## config.mk

```make
export PLATFORM = sky130hd
export DESIGN_NAME = irq_norm_frontend
export DESIGN_NICKNAME = d
export VERILOG_FILES = /design/src/rtl/irq_norm_pkg.sv /design/src/rtl/irq_norm_sync.sv /design/src/rtl/irq_norm_cell.sv /design/src/rtl/irq_norm_regs.sv /design/src/rtl/irq_norm_frontend.sv
export SDC_FILE = /design/constraint.sdc
export NUM_CORES = 2
export LEC_CHECK = 0
export ABC_CLOCK_PERIOD_IN_PS = 4300
export BUFFER_PORTS_ARGS = -buffer_cell sky130_fd_sc_hd__clkbuf_2
export CAP_MARGIN = 25
export CORE_ASPECT_RATIO = 1.5
export CORE_UTILIZATION = 34
export CTS_BUF_LIST = sky130_fd_sc_hd__clkbuf_4 sky130_fd_sc_hd__clkbuf_8
export CTS_CLUSTER_SIZE = 16
export DETAILED_ROUTE_END_ITERATION = 16
export HOLD_SLACK_MARGIN = 0.15
export SLEW_MARGIN = 0
export SYNTH_ARGS = -nofsm -noshare
export SYNTH_HDL_FRONTEND = slang
export SYNTH_SLANG_ARGS = --single-unit
```

## constraint.sdc

```tcl
create_clock -name clk_i -period 4.3 [get_ports clk_i]
set_clock_uncertainty 0.2 [all_clocks]
set_input_delay 0.43 -clock clk_i [delete_from_list [all_inputs] [get_ports clk_i]]
set_output_delay 0.43 -clock clk_i [all_outputs]
set_load 0.05 [all_outputs]
```

## src/rtl/irq_norm_pkg.sv

```systemverilog
package irq_norm_pkg;

  typedef logic [2:0] trig_t;

  localparam trig_t TRIG_LVL_LO   = 3'b000;
  localparam trig_t TRIG_EDGE_FALL = 3'b010;
  localparam trig_t TRIG_LVL_HI   = 3'b100;
  localparam trig_t TRIG_EDGE_RISE = 3'b110;
  localparam trig_t TRIG_EDGE_ANY  = 3'b111;

  function automatic logic trig_is_valid(trig_t t);
    return (t == TRIG_LVL_LO) || (t == TRIG_EDGE_FALL) || (t == TRIG_LVL_HI) ||
           (t == TRIG_EDGE_RISE) || (t == TRIG_EDGE_ANY);
  endfunction

endpackage

```

## src/rtl/irq_norm_sync.sv

```systemverilog
module irq_norm_sync #(
  parameter int unsigned WIDTH  = 126,
  parameter int unsigned STAGES = 2
) (
  input  logic             clk_i,
  input  logic             rst_ni,
  input  logic [WIDTH-1:0] async_i,
  output logic [WIDTH-1:0] sync_o
);

  logic [WIDTH-1:0] stg_q [STAGES];

  always_ff @(posedge clk_i or negedge rst_ni) begin
    if (!rst_ni) begin
      for (int s = 0; s < STAGES; s++) stg_q[s] <= '0;
    end else begin
      stg_q[0] <= async_i;
      for (int s = 1; s < STAGES; s++) stg_q[s] <= stg_q[s-1];
    end
  end

  assign sync_o = stg_q[STAGES-1];

endmodule

```

## src/rtl/irq_norm_cell.sv

```systemverilog
module irq_norm_cell
  import irq_norm_pkg::*;
(
  input  logic  clk_i,
  input  logic  rst_ni,
  input  logic  lvl_i,
  input  logic  en_i,
  input  trig_t type_i,
  output logic  req_o
);

  logic lvl_d_q;
  logic req_q;
  logic rise, fall, hit;

  assign rise = lvl_i & ~lvl_d_q;
  assign fall = ~lvl_i & lvl_d_q;

  always_comb begin
    case (type_i)
      TRIG_LVL_LO:    hit = ~lvl_i;
      TRIG_LVL_HI:    hit = lvl_i;
      TRIG_EDGE_FALL: hit = fall;
      TRIG_EDGE_RISE: hit = rise;
      TRIG_EDGE_ANY:  hit = rise | fall;
      default:        hit = 1'b0;
    endcase
  end

  always_ff @(posedge clk_i or negedge rst_ni) begin
    if (!rst_ni) begin
      lvl_d_q <= 1'b0;
      req_q   <= 1'b0;
    end else begin
      lvl_d_q <= lvl_i;
      req_q   <= hit & en_i;
    end
  end

  assign req_o = req_q;

  p_level_hi_r4: assert property (@(posedge clk_i) disable iff (!rst_ni)
    (en_i && type_i == TRIG_LVL_HI) |=> (req_o == $past(lvl_i)));

  p_level_lo_r5: assert property (@(posedge clk_i) disable iff (!rst_ni)
    (en_i && type_i == TRIG_LVL_LO) |=> (req_o == !$past(lvl_i)));

  p_fall_single_r6: assert property (@(posedge clk_i) disable iff (!rst_ni)
    (req_o && type_i == TRIG_EDGE_FALL && $past(type_i) == TRIG_EDGE_FALL) |=> !req_o);

  p_rise_single_r7: assert property (@(posedge clk_i) disable iff (!rst_ni)
    (req_o && type_i == TRIG_EDGE_RISE && $past(type_i) == TRIG_EDGE_RISE) |=> !req_o);

  p_unused_silent_r9: assert property (@(posedge clk_i) disable iff (!rst_ni)
    !trig_is_valid(type_i) |=> !req_o);

  p_disabled_quiet_r10: assert property (@(posedge clk_i) disable iff (!rst_ni)
    !en_i |=> !req_o);

endmodule

```

## src/rtl/irq_norm_regs.sv

```systemverilog
module irq_norm_regs
  import irq_norm_pkg::*;
#(
  parameter int unsigned N_PINS   = 126,
  parameter int unsigned ADDR_W   = 12,
  parameter int unsigned DATA_W   = 32,
  parameter int unsigned EN_BASE  = 32'h10,
  parameter int unsigned CFG_BASE = 32'h110
) (
  input  logic              clk_i,
  input  logic              rst_ni,
  input  logic              wr_i,
  input  logic [ADDR_W-1:0] addr_i,
  input  logic [DATA_W-1:0] wdata_i,
  output logic [DATA_W-1:0] rdata_o,
  output logic [N_PINS-1:0] en_o,
  output trig_t             type_o [N_PINS]
);

  localparam int unsigned BYTES   = DATA_W / 8;
  localparam int unsigned LANE_W  = $clog2(BYTES);
  localparam int unsigned N_WORDS = (N_PINS + DATA_W - 1) / DATA_W;
  localparam int unsigned PIN_W   = $clog2(N_PINS);
  localparam int unsigned EN_END  = EN_BASE + N_WORDS * BYTES;
  localparam int unsigned CFG_END = CFG_BASE + N_PINS * BYTES;

  logic [N_PINS-1:0] en_q;
  trig_t             type_q [N_PINS];

  logic [31:0] a;
  logic        aligned, en_hit, cfg_hit;
  logic [31:0] en_idx, cfg_idx;

  assign a       = 32'(addr_i);
  assign aligned = (addr_i[LANE_W-1:0] == '0);
  assign en_hit  = aligned && (a >= EN_BASE) && (a < EN_END);
  assign cfg_hit = aligned && (a >= CFG_BASE) && (a < CFG_END);
  assign en_idx  = (a - EN_BASE) >> LANE_W;
  assign cfg_idx = (a - CFG_BASE) >> LANE_W;

  always_ff @(posedge clk_i or negedge rst_ni) begin
    if (!rst_ni) begin
      en_q <= '0;
      for (int p = 0; p < N_PINS; p++) type_q[p] <= TRIG_LVL_HI;
    end else if (wr_i) begin
      if (en_hit) begin
        for (int b = 0; b < DATA_W; b++) begin
          if (en_idx * DATA_W + b < N_PINS)
            en_q[PIN_W'(en_idx * DATA_W + b)] <= wdata_i[b];
        end
      end
      if (cfg_hit) type_q[PIN_W'(cfg_idx)] <= wdata_i[2:0];
    end
  end

  always_comb begin
    rdata_o = '0;
    if (en_hit) begin
      for (int b = 0; b < DATA_W; b++) begin
        if (en_idx * DATA_W + b < N_PINS)
          rdata_o[b] = en_q[PIN_W'(en_idx * DATA_W + b)];
      end
    end else if (cfg_hit) begin
      rdata_o = DATA_W'(type_q[PIN_W'(cfg_idx)]);
    end
  end

  assign en_o   = en_q;
  assign type_o = type_q;

  p_rd_unmapped_zero_r11: assert property (@(posedge clk_i) disable iff (!rst_ni)
    (a >= CFG_END || (a < CFG_BASE && a >= EN_END) || a < EN_BASE) |-> (rdata_o == '0));

  p_cfg_upper_zero_r3: assert property (@(posedge clk_i) disable iff (!rst_ni)
    cfg_hit |-> (rdata_o[DATA_W-1:3] == '0));

endmodule

```

## src/rtl/irq_norm_frontend.sv

```systemverilog
module irq_norm_frontend
  import irq_norm_pkg::*;
#(
  parameter int unsigned N_PINS   = 126,
  parameter int unsigned ADDR_W   = 12,
  parameter int unsigned DATA_W   = 32,
  parameter int unsigned SYNC_N   = 2,
  parameter int unsigned EN_BASE  = 32'h10,
  parameter int unsigned CFG_BASE = 32'h110
) (
  input  logic              clk_i,
  input  logic              rst_ni,
  input  logic [N_PINS-1:0] irq_pin_i,
  input  logic              reg_wr_i,
  input  logic [ADDR_W-1:0] reg_addr_i,
  input  logic [DATA_W-1:0] reg_wdata_i,
  output logic [DATA_W-1:0] reg_rdata_o,
  output logic [N_PINS-1:0] irq_o
);

  logic [N_PINS-1:0] pin_sync;
  logic [N_PINS-1:0] pin_en;
  trig_t             pin_type [N_PINS];

  irq_norm_sync #(
    .WIDTH (N_PINS),
    .STAGES(SYNC_N)
  ) u_sync (
    .clk_i  (clk_i),
    .rst_ni (rst_ni),
    .async_i(irq_pin_i),
    .sync_o (pin_sync)
  );

  irq_norm_regs #(
    .N_PINS  (N_PINS),
    .ADDR_W  (ADDR_W),
    .DATA_W  (DATA_W),
    .EN_BASE (EN_BASE),
    .CFG_BASE(CFG_BASE)
  ) u_regs (
    .clk_i  (clk_i),
    .rst_ni (rst_ni),
    .wr_i   (reg_wr_i),
    .addr_i (reg_addr_i),
    .wdata_i(reg_wdata_i),
    .rdata_o(reg_rdata_o),
    .en_o   (pin_en),
    .type_o (pin_type)
  );

  for (genvar p = 0; p < N_PINS; p++) begin : g_cell
    irq_norm_cell u_cell (
      .clk_i (clk_i),
      .rst_ni(rst_ni),
      .lvl_i (pin_sync[p]),
      .en_i  (pin_en[p]),
      .type_i(pin_type[p]),
      .req_o (irq_o[p])
    );
  end

endmodule

```

==> reports/qor.yml <==
peakVddDrop_uv: 242
synth.cell_area_um2: 47600
tns_ps: 0
first_global_vias: 32700
dieArea_um2: 142000
post_drt_wl_per_cell_um: 23.4
path_clk_slew_ps: 60
yosysUniqueCellTypes: 68
synth-main-ff-cell: "dfrtp_1"
maxCapViolCount: 0
tightest_slew_ps: 1040
cts_resized: 0
grt_usage_pct: 20.8
drt_wl_total_mm: 146
critPathSlowestCell: "mux4_2"
arrival_ps: 3290
timing.critical_path.from_type: "flip-flop"
ios: 331
cts_buffers: 165
fillCellCount: 13000
synth_top_family_by_area: "multiplexers"
gr-total-overflow: 0
ys_ff_latch: 1008
first_pass_iters: 7
drt-vias-per-instance: 5.14
rows: 167
cts_setup_buffers: 0
hold_buffers: 325
area_delta_synth_final_pct: 22.6
syn_area_per_cell_um2: 13.2
stdcell_area_um2: 58400
final_hold_viol_count: 0
die_height_um: 460
synth_mux_area_share_pct: 20.3
netlist_instances: 3604
post-route-worst-setup-slack_ps: 377
fp.dieW_um: 308
synth_async_sr_flop_share_pct: 100
grt_max_degree: 111
min_period_ps: 3920
path_class: "reg -> out"
cp-end-kind: "primary output"
yosys.area_share.adder_pct: 6.67
vias: 32100
drive_gt1_share_pct: 33.6
ctsLongestPathBuffers: 3
dp_hpwl_mm: 103
gp_congestion: 0.854
synthSimpleGateAreaFrac_pct: 6.88
antenna_found_initial: 16
cts_tree: "done"
path_cells: "mux4_2 -> mux2i_1 -> mux2_2 -> and3_1 -> a311oi_1 -> a32o_1 -> buf_12"
max_freq_ghz: 0.255
synth_compound_area_share_pct: 7.26
drtAntennaViolNets: 0
htree_levels: 4
core_region_area_um2: 139000
power_density_nw_per_um2: 356
outcome: "finished, final reports clean"
period_share_pct: 91.2
worstPathRequired_ps: 3670
clk_latency_ps: 900
rsz0062_at_grt: "false"
fin_hold_ws_ps: 147
start_util_pct: 34.4
synth-xor-area-share_pct: 0.0736
min_path_type: "reg -> reg"
dp_worst_setup_slack_ps: 486
place_area_um2: 51300
cts-root-buf: "clkbuf_8"
syn-num-nets: 4031
synth_edf_count: 0
report.final.slew_viol_count: 0
worst-path-max-fanout: 4
drt_iter0_drc: 2162
p_leak_nw: 27.7
io_buffer_count: 330
yosysWarnings: 0
drc: 0
cts.sink_count: 1008
nets: 4668
setup_violations: 0
grt_pass1_wl_mm: 216
cpPeakStageDelay_ps: 530
relSlewSlack_pct: 29.8
yosysSeqAreaShare_pct: 53.3
## per-layer routing
metal / GRT usage (%) / wire length, µm / vias to the layer above
met3: 3.92 / 8610 / 276
met1: 27.7 / 63200 / 16700
li1: - / - / 14100
met5: 0 / 58 / -
met4: 8.89 / 5770 / 10
met2: 33.0 / 68500 / 998
## final cells by class
cell class	instances	area, µm²	share of cell area (%)
diodes	5	12.5	0.0214
clock buffers	268	3310	5.66
clock inverters	38	433	0.742
inverters	273	1020	1.76
multi-input cells	2058	19700	33.7
flip-flops and latches	1008	25400	43.5
well taps	1859	2330	3.98
repair buffers	735	6230	10.7
## report_power, final
| group | total [mW] | switching (mW) | internal (mW) |
|---|---|---|---|
| Sequential | 9.89 | 0.197 | 9.70 |
| Combinational | 1.42 | 0.781 | 0.644 |
| Clock | 9.47 | 4.15 | 5.32 |
## synth_stat cells (all sizes together), types with 2 or more instances
cell type  number  area share (%)
a32oi           3           0.055
a311oi          5           0.092
ha            254             6.7
and3           11            0.14
o21ai          31            0.33
nand3          17            0.18
clkbuf         76            0.60
mux2          514              12
a21boi        113             1.8
a21oi          35            0.39
o31ai           5           0.089
mux4          113             5.3
or3             2           0.026
nor2          132             1.0
nor4            2           0.058
inv           273             2.2
o211ai          3           0.047
o41ai           3           0.055
nor3b           4           0.063
a211o         114             2.1
xnor2           3           0.055
and2           44            0.58
buf           189             2.7
nand2b          5           0.066
nor2b          17            0.22
and3b           2           0.037
a32o            4           0.084
dfrtp         882              46
o22ai           4           0.053
o311ai          2           0.037
a31oi           4           0.053
a22oi           3           0.047
or4             3           0.047
nand4b        126             2.3
a211oi        114             1.8
dfstp         126             7.0
nor3            7           0.095
nand2         189             1.6
a221oi          3           0.055
and4           17            0.31
nand4           3           0.039
mux2i         132             2.8
## cell families after synthesis
kind of cell               Yosys count
DFF                               1008
muxes                              759
and+or+nand+nor                    585
buffers and inverters              538
AOI/OAI and AO/OA                  456
adders and majority gates          254
xor gates and xnor gates             4
## layout by cell type, fill, tap and decap left out, types with 6 or more instances in the layout
| master | n |
|---|---|
| nand3_1 | 13 |
| a211o_1 | 114 |
| mux2_4 | 6 |
| clkbuf_4 | 62 |
| buf_4 | 65 |
| a21boi_0 | 113 |
| dfstp_2 | 126 |
| clkbuf_8 | 207 |
| nand2_1 | 183 |
| mux2_2 | 486 |
| nand4b_1 | 126 |
| nor2b_1 | 17 |
| clkinv_2 | 18 |
| and2_1 | 43 |
| clkbuf_2 | 292 |
| bufinv_16 | 7 |
| ha_1 | 254 |
| nor2_1 | 132 |
| a21oi_1 | 34 |
| dfrtp_1 | 882 |
| and4_1 | 17 |
| nand2_4 | 6 |
| mux2i_1 | 132 |
| a211oi_1 | 114 |
| and3_1 | 9 |
| buf_12 | 45 |
| o21ai_0 | 31 |
| inv_1 | 272 |
| dlygate4sd3_1 | 324 |
| mux2_1 | 22 |
| mux4_2 | 113 |
## worst max-delay path: cells and delay by family (launching register included)
kind,cells,cell delay [ps]
AOI/OAI and AO/OA,2,440
buffers and inverters,1,190
DFF,1,420
muxes,3,1150
and+or+nand+nor,1,200
## flip-flops by register name, indices dropped and copies added (netlist names)
register / count
u_regs.type_o: 378
g_cell.u_cell.lvl_d_q: 126
g_cell.u_cell.req_o: 126
u_regs.en_o: 126
u_sync.stg_q: 126
u_sync.sync_o: 126
## path summary, 6_finish.rpt
kind	slack, ps	startpoint	endpoint	depth (start not counted)
worst min-delay path	150	u_sync.stg_q[136]	u_sync.sync_o[10]	0
worst max-delay path	380	u_regs.type_o[294]	reg_rdata_o[0]	7
worst min register to register	150	u_sync.stg_q[136]	u_sync.sync_o[10]	0
min in group asynchronous	740	rst_ni	u_regs.type_o[50]	3
worst max register to register	2050	u_sync.sync_o[109]	g_cell[109].u_cell.req_o	4
max in group asynchronous	2480	rst_ni	u_sync.stg_q[161]	4
## per-stage QoR
stage	util (%)	power (mW)	std cells
2_1_floorplan	-	10.6	3604
3_3_place_gp	37.0	11.2	5606
3_5_place_dp	37.0	11.3	5606
4_1_cts	42.1	21.1	6237
5_1_grt	42.1	21.6	6240
6_report	42.1	20.8	6244
Power figures use the tool's default switching activity.
